[src/rtl/dotacc_pkg.sv]
package dotacc_pkg;
    typedef enum logic [2:0] {
        ST_IDLE    = 3'd0,
        ST_FETCH_X = 3'd1,
        ST_FETCH_Y = 3'd2,
        ST_ACCUM   = 3'd3,
        ST_FINISH  = 3'd4
    } dot_state_e;
endpackage

[src/rtl/dotacc_ptr.sv]
// Byte pointer with postincrement step.
module dotacc_ptr #(
    parameter int ADDR_W = 24,
    parameter int STEP   = 2
) (
    input  logic              clk,
    input  logic              rst_n,
    input  logic              load_i,
    input  logic [ADDR_W-1:0] base_i,
    input  logic              adv_i,
    output logic [ADDR_W-1:0] addr_o
);
    localparam logic [ADDR_W-1:0] STEP_V = ADDR_W'(STEP);

    logic [ADDR_W-1:0] addr_q;

    always_ff @(posedge clk) begin
        if (!rst_n) begin
            addr_q <= '0;
        end else if (load_i) begin
            addr_q <= base_i;
        end else if (adv_i) begin
            addr_q <= addr_q + STEP_V;
        end
    end

    assign addr_o = addr_q;
endmodule

[src/rtl/dotacc_loopcnt.sv]
// Decrement-and-branch counter: preload count-1, last pass when it is zero.
module dotacc_loopcnt #(
    parameter int CNT_W = 16
) (
    input  logic             clk,
    input  logic             rst_n,
    input  logic             load_i,
    input  logic [CNT_W-1:0] count_i,
    input  logic             dec_i,
    output logic             last_o
);
    logic [CNT_W-1:0] cnt_q;

    always_ff @(posedge clk) begin
        if (!rst_n) begin
            cnt_q <= '0;
        end else if (load_i) begin
            cnt_q <= count_i - CNT_W'(1);
        end else if (dec_i) begin
            cnt_q <= cnt_q - CNT_W'(1);
        end
    end

    // Decrementing from zero yields -1, which ends the loop.
    assign last_o = (cnt_q == '0);
endmodule

[src/rtl/dotacc_mac.sv]
// Holds X operand, multiplies signed with incoming Y and accumulates.
module dotacc_mac #(
    parameter int DATA_W = 16,
    parameter int ACC_W  = 32
) (
    input  logic              clk,
    input  logic              rst_n,
    input  logic              clear_i,
    input  logic              cap_x_i,
    input  logic              acc_i,
    input  logic [DATA_W-1:0] data_i,
    output logic [ACC_W-1:0]  sum_o
);
    localparam int PROD_W = 2 * DATA_W;

    logic signed [DATA_W-1:0] x_q;
    logic signed [PROD_W-1:0] prod;
    logic        [ACC_W-1:0]  sum_q;

    assign prod = x_q * $signed(data_i);

    always_ff @(posedge clk) begin
        if (!rst_n) begin
            x_q <= '0;
        end else if (cap_x_i) begin
            x_q <= $signed(data_i);
        end
    end

    always_ff @(posedge clk) begin
        if (!rst_n) begin
            sum_q <= '0;
        end else if (clear_i) begin
            sum_q <= '0;
        end else if (acc_i) begin
            sum_q <= sum_q + ACC_W'(prod);
        end
    end

    assign sum_o = sum_q;
endmodule

[src/rtl/dotacc_seq.sv]
module dotacc_seq
    import dotacc_pkg::*;
#(
    parameter int DATA_W = 16,
    parameter int ACC_W  = 32,
    parameter int ADDR_W = 24,
    parameter int CNT_W  = 16
) (
    input  logic              clk,
    input  logic              rst_n,
    input  logic              start_i,
    input  logic [ADDR_W-1:0] x_base_i,
    input  logic [ADDR_W-1:0] y_base_i,
    input  logic [CNT_W-1:0]  count_i,
    output logic              rd_en_o,
    output logic [ADDR_W-1:0] rd_addr_o,
    input  logic [DATA_W-1:0] rd_data_i,
    output logic              busy_o,
    output logic              done_o,
    output logic [ACC_W-1:0]  sum_o
);
    localparam int ELEM_BYTES = DATA_W / 8;
    localparam int N_PTR      = 2;

    dot_state_e state_q, state_d;

    logic              accept;
    logic              adv_x, adv_y, cap_x, do_acc, last;
    logic [ADDR_W-1:0] ptr_addr [N_PTR];
    logic [ADDR_W-1:0] ptr_base [N_PTR];
    logic              ptr_adv  [N_PTR];

    assign accept      = start_i && (state_q == ST_IDLE);
    assign ptr_base[0] = x_base_i;
    assign ptr_base[1] = y_base_i;
    assign ptr_adv[0]  = adv_x;
    assign ptr_adv[1]  = adv_y;

    // State register
    always_ff @(posedge clk) begin
        if (!rst_n) begin
            state_q <= ST_IDLE;
        end else begin
            state_q <= state_d;
        end
    end

    // Next state
    always_comb begin
        state_d = state_q;
        unique case (state_q)
            ST_IDLE: begin
                if (start_i) begin
                    state_d = (count_i == '0) ? ST_FINISH : ST_FETCH_X;
                end
            end
            ST_FETCH_X: state_d = ST_FETCH_Y;
            ST_FETCH_Y: state_d = ST_ACCUM;
            ST_ACCUM:   state_d = last ? ST_FINISH : ST_FETCH_X;
            ST_FINISH:  state_d = ST_IDLE;
            default:    state_d = ST_IDLE;
        endcase
    end

    // Outputs and datapath strobes
    always_comb begin
        rd_en_o   = 1'b0;
        rd_addr_o = ptr_addr[0];
        adv_x     = 1'b0;
        adv_y     = 1'b0;
        cap_x     = 1'b0;
        do_acc    = 1'b0;
        busy_o    = 1'b1;
        done_o    = 1'b0;
        unique case (state_q)
            ST_IDLE: busy_o = 1'b0;
            ST_FETCH_X: begin
                rd_en_o   = 1'b1;
                rd_addr_o = ptr_addr[0];
                adv_x     = 1'b1;
            end
            ST_FETCH_Y: begin
                rd_en_o   = 1'b1;
                rd_addr_o = ptr_addr[1];
                adv_y     = 1'b1;
                cap_x     = 1'b1;
            end
            ST_ACCUM:  do_acc = 1'b1;
            ST_FINISH: done_o = 1'b1;
            default:   busy_o = 1'b0;
        endcase
    end

    for (genvar g = 0; g < N_PTR; g++) begin : g_ptr
        dotacc_ptr #(
            .ADDR_W (ADDR_W),
            .STEP   (ELEM_BYTES)
        ) u_ptr (
            .clk    (clk),
            .rst_n  (rst_n),
            .load_i (accept),
            .base_i (ptr_base[g]),
            .adv_i  (ptr_adv[g]),
            .addr_o (ptr_addr[g])
        );
    end

    dotacc_loopcnt #(
        .CNT_W (CNT_W)
    ) u_loop (
        .clk     (clk),
        .rst_n   (rst_n),
        .load_i  (accept),
        .count_i (count_i),
        .dec_i   (do_acc),
        .last_o  (last)
    );

    dotacc_mac #(
        .DATA_W (DATA_W),
        .ACC_W  (ACC_W)
    ) u_mac (
        .clk     (clk),
        .rst_n   (rst_n),
        .clear_i (accept),
        .cap_x_i (cap_x),
        .acc_i   (do_acc),
        .data_i  (rd_data_i),
        .sum_o   (sum_o)
    );
endmodule

[config.mk]
export PLATFORM = sky130hd
export DESIGN_NAME = dotacc_seq
export DESIGN_NICKNAME = d
export VERILOG_FILES = /design/src/rtl/dotacc_pkg.sv /design/src/rtl/dotacc_ptr.sv /design/src/rtl/dotacc_loopcnt.sv /design/src/rtl/dotacc_mac.sv /design/src/rtl/dotacc_seq.sv
export SDC_FILE = /design/constraint.sdc
export NUM_CORES = 1
export LEC_CHECK = 0
export CAP_MARGIN = 20
export CORE_MARGIN = 2
export CORE_UTILIZATION = 26
export CTS_BUF_LIST = sky130_fd_sc_hd__clkbuf_8
export CTS_CLUSTER_SIZE = 24
export DETAILED_ROUTE_END_ITERATION = 6
export PLACE_DENSITY_LB_ADDON = 0.05
export SKIP_CTS_REPAIR_TIMING = 1
export SLEW_MARGIN = 20
export SYNTH_ARGS = -nofsm -noshare
export SYNTH_HDL_FRONTEND = slang
export SYNTH_SLANG_ARGS = --single-unit
[constraint.sdc]
create_clock -name clk -period 8.2 [get_ports clk]
set_input_delay 1.64 -clock clk [delete_from_list [all_inputs] [get_ports clk]]
set_output_delay 1.64 -clock clk [all_outputs]
set_load 0.03 [all_outputs]
-- Word level (Yosys, flattened, before mapping)
Cells that the tools add are included.
- output and inout bits: 59
- bits of input ports: 83
- flip-flop bits (word level): 115
- equality and inequality tests: 5
- bitwise gates (word level): 1
- multiplexer cells: 17
- add/subtract/negate cells: 5
- reductions and logical operators: 10
- $mul: 1
- operators by type and width (operator ; count):
    two-way mux 24 bit ; 5
    adder 24 x 2 -> 24 bit (second input constant) ; 2
    adder 32 bit ; 1
    logical NOT 16 bit ; 2
    multiplier 16 x 16 -> 32 bit ; 1
    two-way mux 16 bit ; 2
    subtractor 16 x 1 -> 16 bit (second input constant) ; 2
    case mux 3 bit (4 select lines) ; 1
    two-way mux 3 bit ; 3
    equality test 3 x 2 -> 1 bit (second input constant) ; 2
    two-way mux 1 bit ; 6
    nonzero test 2 bit ; 3
    OR reduction 2 bit ; 2
    OR reduction 4 bit ; 1
    equality test 3 x 1 -> 1 bit (second input constant) ; 1
    equality test 3 bit (second input constant) ; 1
    logical NOT 3 bit ; 1
    != test 2 bit (second input constant) ; 1
    logical AND 1 bit ; 1
    NOT 1 bit ; 1

-- Logic depth before layout (Yosys ltp)
- depth in word-level cells: 4
- mapped depth: 24
- mapped depth without buffers: 22

-- Hierarchy
A second synthesis with hierarchy kept.
- cells, all modules: 1902
- area, all modules: 17215.3 µm²
- by module, submodules not included (module ; sequential area each (µm²) ; area an instance (µm²) ; cells an instance ; instances):
    dotacc_mac ; 960.9 ; 12527.0 ; 1339 ; 1
    dotacc_ptr ; 480.5 ; 1406.3 ; 175 ; 2
    dotacc_loopcnt ; 320.3 ; 1267.5 ; 161 ; 1
    dotacc_seq ; 60.1 ; 608.1 ; 52 ; 1

-- Worst setup path before layout
Ideal clock, no wire load.
- path type: input port to flip-flop
- start: input rd_data_i[1]
- end: register u_mac.sum_q[27], in the netlist u_mac.sum_o[27]
- arrival: 7280 ps
- required time: 8085 ps
- stages: 23
- setup time: 115 ps
- path slack: 806 ps
- cells stage by stage: clkbuf_1 -> nand2_1 -> inv_1 -> fa_1 -> inv_1 -> fa_1 -> inv_1 -> fa_1 -> fa_1 -> fa_1 -> inv_1 -> fa_1 -> inv_1 -> ha_1 -> clkbuf_1 -> a211oi_1 -> nor2_1 -> or3_1 -> a22oi_1 -> nor2b_1 -> a21o_1 -> a21oi_1 -> o21a_1
- cells in the longest elaborated chain, start to end: 2
- RTL lines (element ; RTL line ; RTL):
    start, declared ; dotacc_seq.sv:17 ; input logic [DATA_W-1:0] rd_data_i,
    multiplier 16 x 16 -> 32 bit ; dotacc_mac.sv:20 ; assign prod = x_q * $signed(data_i);
    adder 32 bit ; dotacc_mac.sv:36 ; sum_q <= sum_q + ACC_W'(prod);
    end signal, assigned ; dotacc_mac.sv:36 ;
    end, declared ; dotacc_mac.sv:18 ; logic [ACC_W-1:0] sum_q;
No other way between the ends.
A chain may end at the register's enable or synchronous reset.

-- Worst setup path in the final report
- start: input rd_data_i[2]
- end: register u_mac.sum_q[31], in the netlist u_mac.sum_o[31]
The elaborated chain is that of the path after synthesis.

==> key figures <==
Logic synthesis
  – Mapped Cells: 1960
  – Syn_area_per_cell: 8.559 µm²
  – Synth async-reset ratio: 0%
  – Synth Register Bits: 115
  – Sequential share of the synthesized area: 13.72%
  – Top cell type's share of synthesized area: 34.85%
  – Post-synth top flop: dfxtp_1
  – Synth area leader: fa_1
  – Synthesis Warnings: 0
  – EDFF count, synth: 0
  – Syn_nets: 2436
  – Post-synthesis cell area: 0.01677 mm²
  – Post-synth cell types: 73
  – Top cells by area, synth: fa_1, dfxtp_1, inv_1

Power
  – Lkg Pwr: 9.215 nW
  – Max VDD drop: 0.0001770 V
  – PwrDens: 215.1 mW/mm²
  – Final Power: 4.243 mW

Min path
  – Worst hold path type: register to register

Timing
  – Worst hold slack: 0.4779 ns
  – Slew Viols, Final: 0
  – Fmax: 130.5 MHz
  – Min Tclk post-route: 7.662 ns
  – Final hold violations: 0
  – Tightest Pin Transition: 1.040 ns
  – Final worst path period share: 93.44%
  – RSZ-0062 raised after global routing: false
  – Final setup viols: 0
  – Worst Skew: 0.02600 ns
  – Worst slew margin: 30.51%

Worst setup path
  – Top delay family on crit path: adder cells
  – Crit Path Class: input pin to register
  – Crit path cell chain: clkdlybuf4s50_1, nand2_1, inv_1, fa_1, inv_1, fa_1, inv_1, fa_1, fa_1, fa_1, inv_1, fa_1, inv_1, ha_1, nand4_1, a2111oi_0, o31ai_1, a31oi_1, o22ai_1, xnor2_1, o21ai_0
  – Critical Path AT: 8.06 ns
  – CP Capture Type: register
  – Most used cell, CP: fa_1
  – CP Data Required Time: 8.60 ns
  – Buffers plus inverters on the worst setup path: 6
  – Critical Path Max Stage Delay: 0.73 ns
  – Worst Setup Start Kind: input pin
  – Slowest cell on crit path: fa_1
  – Crit Path Max Fanout: 6

Cells and area
  – Most frequent cells in the layout: inv_1, nand2_1, fa_1
  – Layout cells sized above 1: 5.384%
  – Layout area overhead: 17.60%
  – Fin nets: 2562
  – Commonest non-fill, non-tap cell in the layout: inv_1

Floorplan
  – Die Span Y: 258.0 µm
  – Core area: 0.06412 mm²
  – Initial Util: 26.16%
  – FP Rows: 93
  – Die W: 258.0 µm
  – I/O pin count: 142
  – Die footprint: 0.06657 mm²

Drt
  – Router iterations before antenna repair: 5
  – Post-DRT Antenna Nets: 0
  – Iteration-0 DRC Markers: 466
  – Detailed-route DRC error count: 0
  – DRT Wirelength: 54.30 mm
  – Routed via count: 13310
  – Vias/cell: 4.504
  – Wirelength per Cell: 18.38 µm

Clock network
  – Clock slew at reported path FFs: 0.09 ns
  – Total CTS buffers: 17
  – Clk root buf: clkbuf_8
  – CTS HTree Levels: 4
  – Worst-case clock buffer depth: 2
  – CTS tree: built
  – CTS Sinks: 115
  – Clock Latency Late Sink: 0.55 ns

Run
  – Max-capacitance violation count: 0

Global routing
  – First-pass GRT wire length: 88.49 mm
  – Grt ovf: 0
  – Pin count of the biggest net entering global routing: 70
  – Total track usage: 17.35%
  – Vias in the first global route: 14750
  – Initial antenna violation count: 4

Placement
  – GPL Wtd Cong: 0.7592
  – Port Buffers: 141
  – HPWL Detailed: 43.90 mm

Run status
  – Status: completed
-- final cells by class --
type | instances | area [µm²]
Fill cell | 6778 | 44390
Multi-Input combinational cell | 1408 | 12810
Sequential cell | 115 | 2302
Timing Repair Buffer | 198 | 1872
Inverter | 346 | 1299
Tap cell | 855 | 1070
Clock buffer | 18 | 247.7
Clock inverter | 14 | 126.4
Antenna cell | 1 | 2.502
-- sequential cells by signal, indices dropped and copies added, names as in the netlist --
name / cells
g_ptr.u_ptr.addr_o: 48
u_mac.x_q: 16
u_loop.cnt_q: 16
u_mac.sum_o: 32
state_q: 3
-- Yosys cell counts (3+ instances only) --
| master | number |
|---|---|
| a211o_1 | 3 |
| a211oi_1 | 26 |
| a21boi_0 | 16 |
| a21o_1 | 16 |
| a21oi_1 | 71 |
| a221oi_1 | 7 |
| a22oi_1 | 6 |
| a311oi_1 | 7 |
| a31oi_1 | 13 |
| and2_1 | 130 |
| and3_1 | 12 |
| and4_1 | 3 |
| buf_1 | 7 |
| buf_2 | 5 |
| buf_6 | 3 |
| clkbuf_1 | 74 |
| dfxtp_1 | 115 |
| fa_1 | 292 |
| ha_1 | 101 |
| inv_1 | 345 |
| mux2_2 | 4 |
| mux2i_1 | 5 |
| nand2_1 | 312 |
| nand2b_1 | 8 |
| nand3_1 | 37 |
| nand4_1 | 13 |
| nor2_1 | 76 |
| nor2b_1 | 9 |
| nor3_1 | 26 |
| nor3b_1 | 5 |
| nor4_1 | 5 |
| o211a_1 | 8 |
| o211ai_1 | 9 |
| o21a_1 | 6 |
| o21ai_0 | 54 |
| or2_2 | 3 |
| or3_1 | 10 |
| or4_1 | 4 |
| xnor2_1 | 41 |
| xor2_1 | 33 |
-- logic make-up after synthesis --
group / Yosys count / share of synthesized area (%)
muxes: 10 / 0.7011
DFF: 115 / 13.72
xor gates and xnor gates: 74 / 3.864
and+or+nand+nor: 669 / 19.19
adders and majority gates: 393 / 42.38
buffers and inverters: 437 / 9.995
AOI/OAI and AO/OA: 262 / 10.14
-- power breakdown --
part	switching, mW	internal (mW)	leakage (nW)
Combinational	1.68	1.25	8.09
Clock	0.316	0.249	0.184
Sequential	0.122	0.625	0.940
Total	2.11	2.13	9.22
-- per-layer routing --
layer	GRT usage [%]	vias up	part of all wire (%)
met2	28.74	204	47
met1	23.76	6657	48
met5	0	-	0.066
met4	2.681	6	0.77
met3	3.494	32	3.8
li1	-	6409	-
-- worst register-to-register path: stages (launching register included) --
cell       delay [ns]
dfxtp_1          0.77
nand2_1          0.21
inv_1            0.13
fa_1             0.57
inv_1            0.15
fa_1             0.43
inv_1            0.21
fa_1             0.49
fa_1             0.52
fa_1             0.50
inv_1            0.05
fa_1             0.48
inv_1            0.05
ha_1             0.38
nand4_1          0.21
a2111oi_0        0.40
o31ai_1          0.21
a31oi_1          0.33
o22ai_1          0.17
xnor2_1          0.16
o21ai_0          0.08
-- final timing paths --
check / from / end / slack, ns / cells after the start
worst min-delay path: g_ptr[0].u_ptr.addr_o[0] / g_ptr[0].u_ptr.addr_o[0] / 0.48 / 2
worst min register to register: g_ptr[0].u_ptr.addr_o[0] / g_ptr[0].u_ptr.addr_o[0] / 0.48 / 2
worst max-delay path: rd_data_i[2] / u_mac.sum_o[31] / 0.54 / 21
worst max register to register: u_mac.x_q[15] / u_mac.sum_o[31] / 1.58 / 20
-- through the flow --
step / TNS [ns] / utilization (%) / cells / instance area, µm² / setup WS (ns)
after detailed placement: -0.1301 / 30.18 / 2922 / 19350 / -0.1043
after global placement: -0.00009415 / 30.18 / 2922 / 19350 / -0.00009415
after CTS: 0 / 30.77 / 2954 / 19730 / 0.5063
final: 0 / 30.77 / 2955 / 19730 / 0.5380
after global routing: 0 / 30.77 / 2954 / 19730 / 0.1335
after floorplan: 0 / - / 1960 / 16770 / 0.8058
Power figures use the tool's default switching activity.
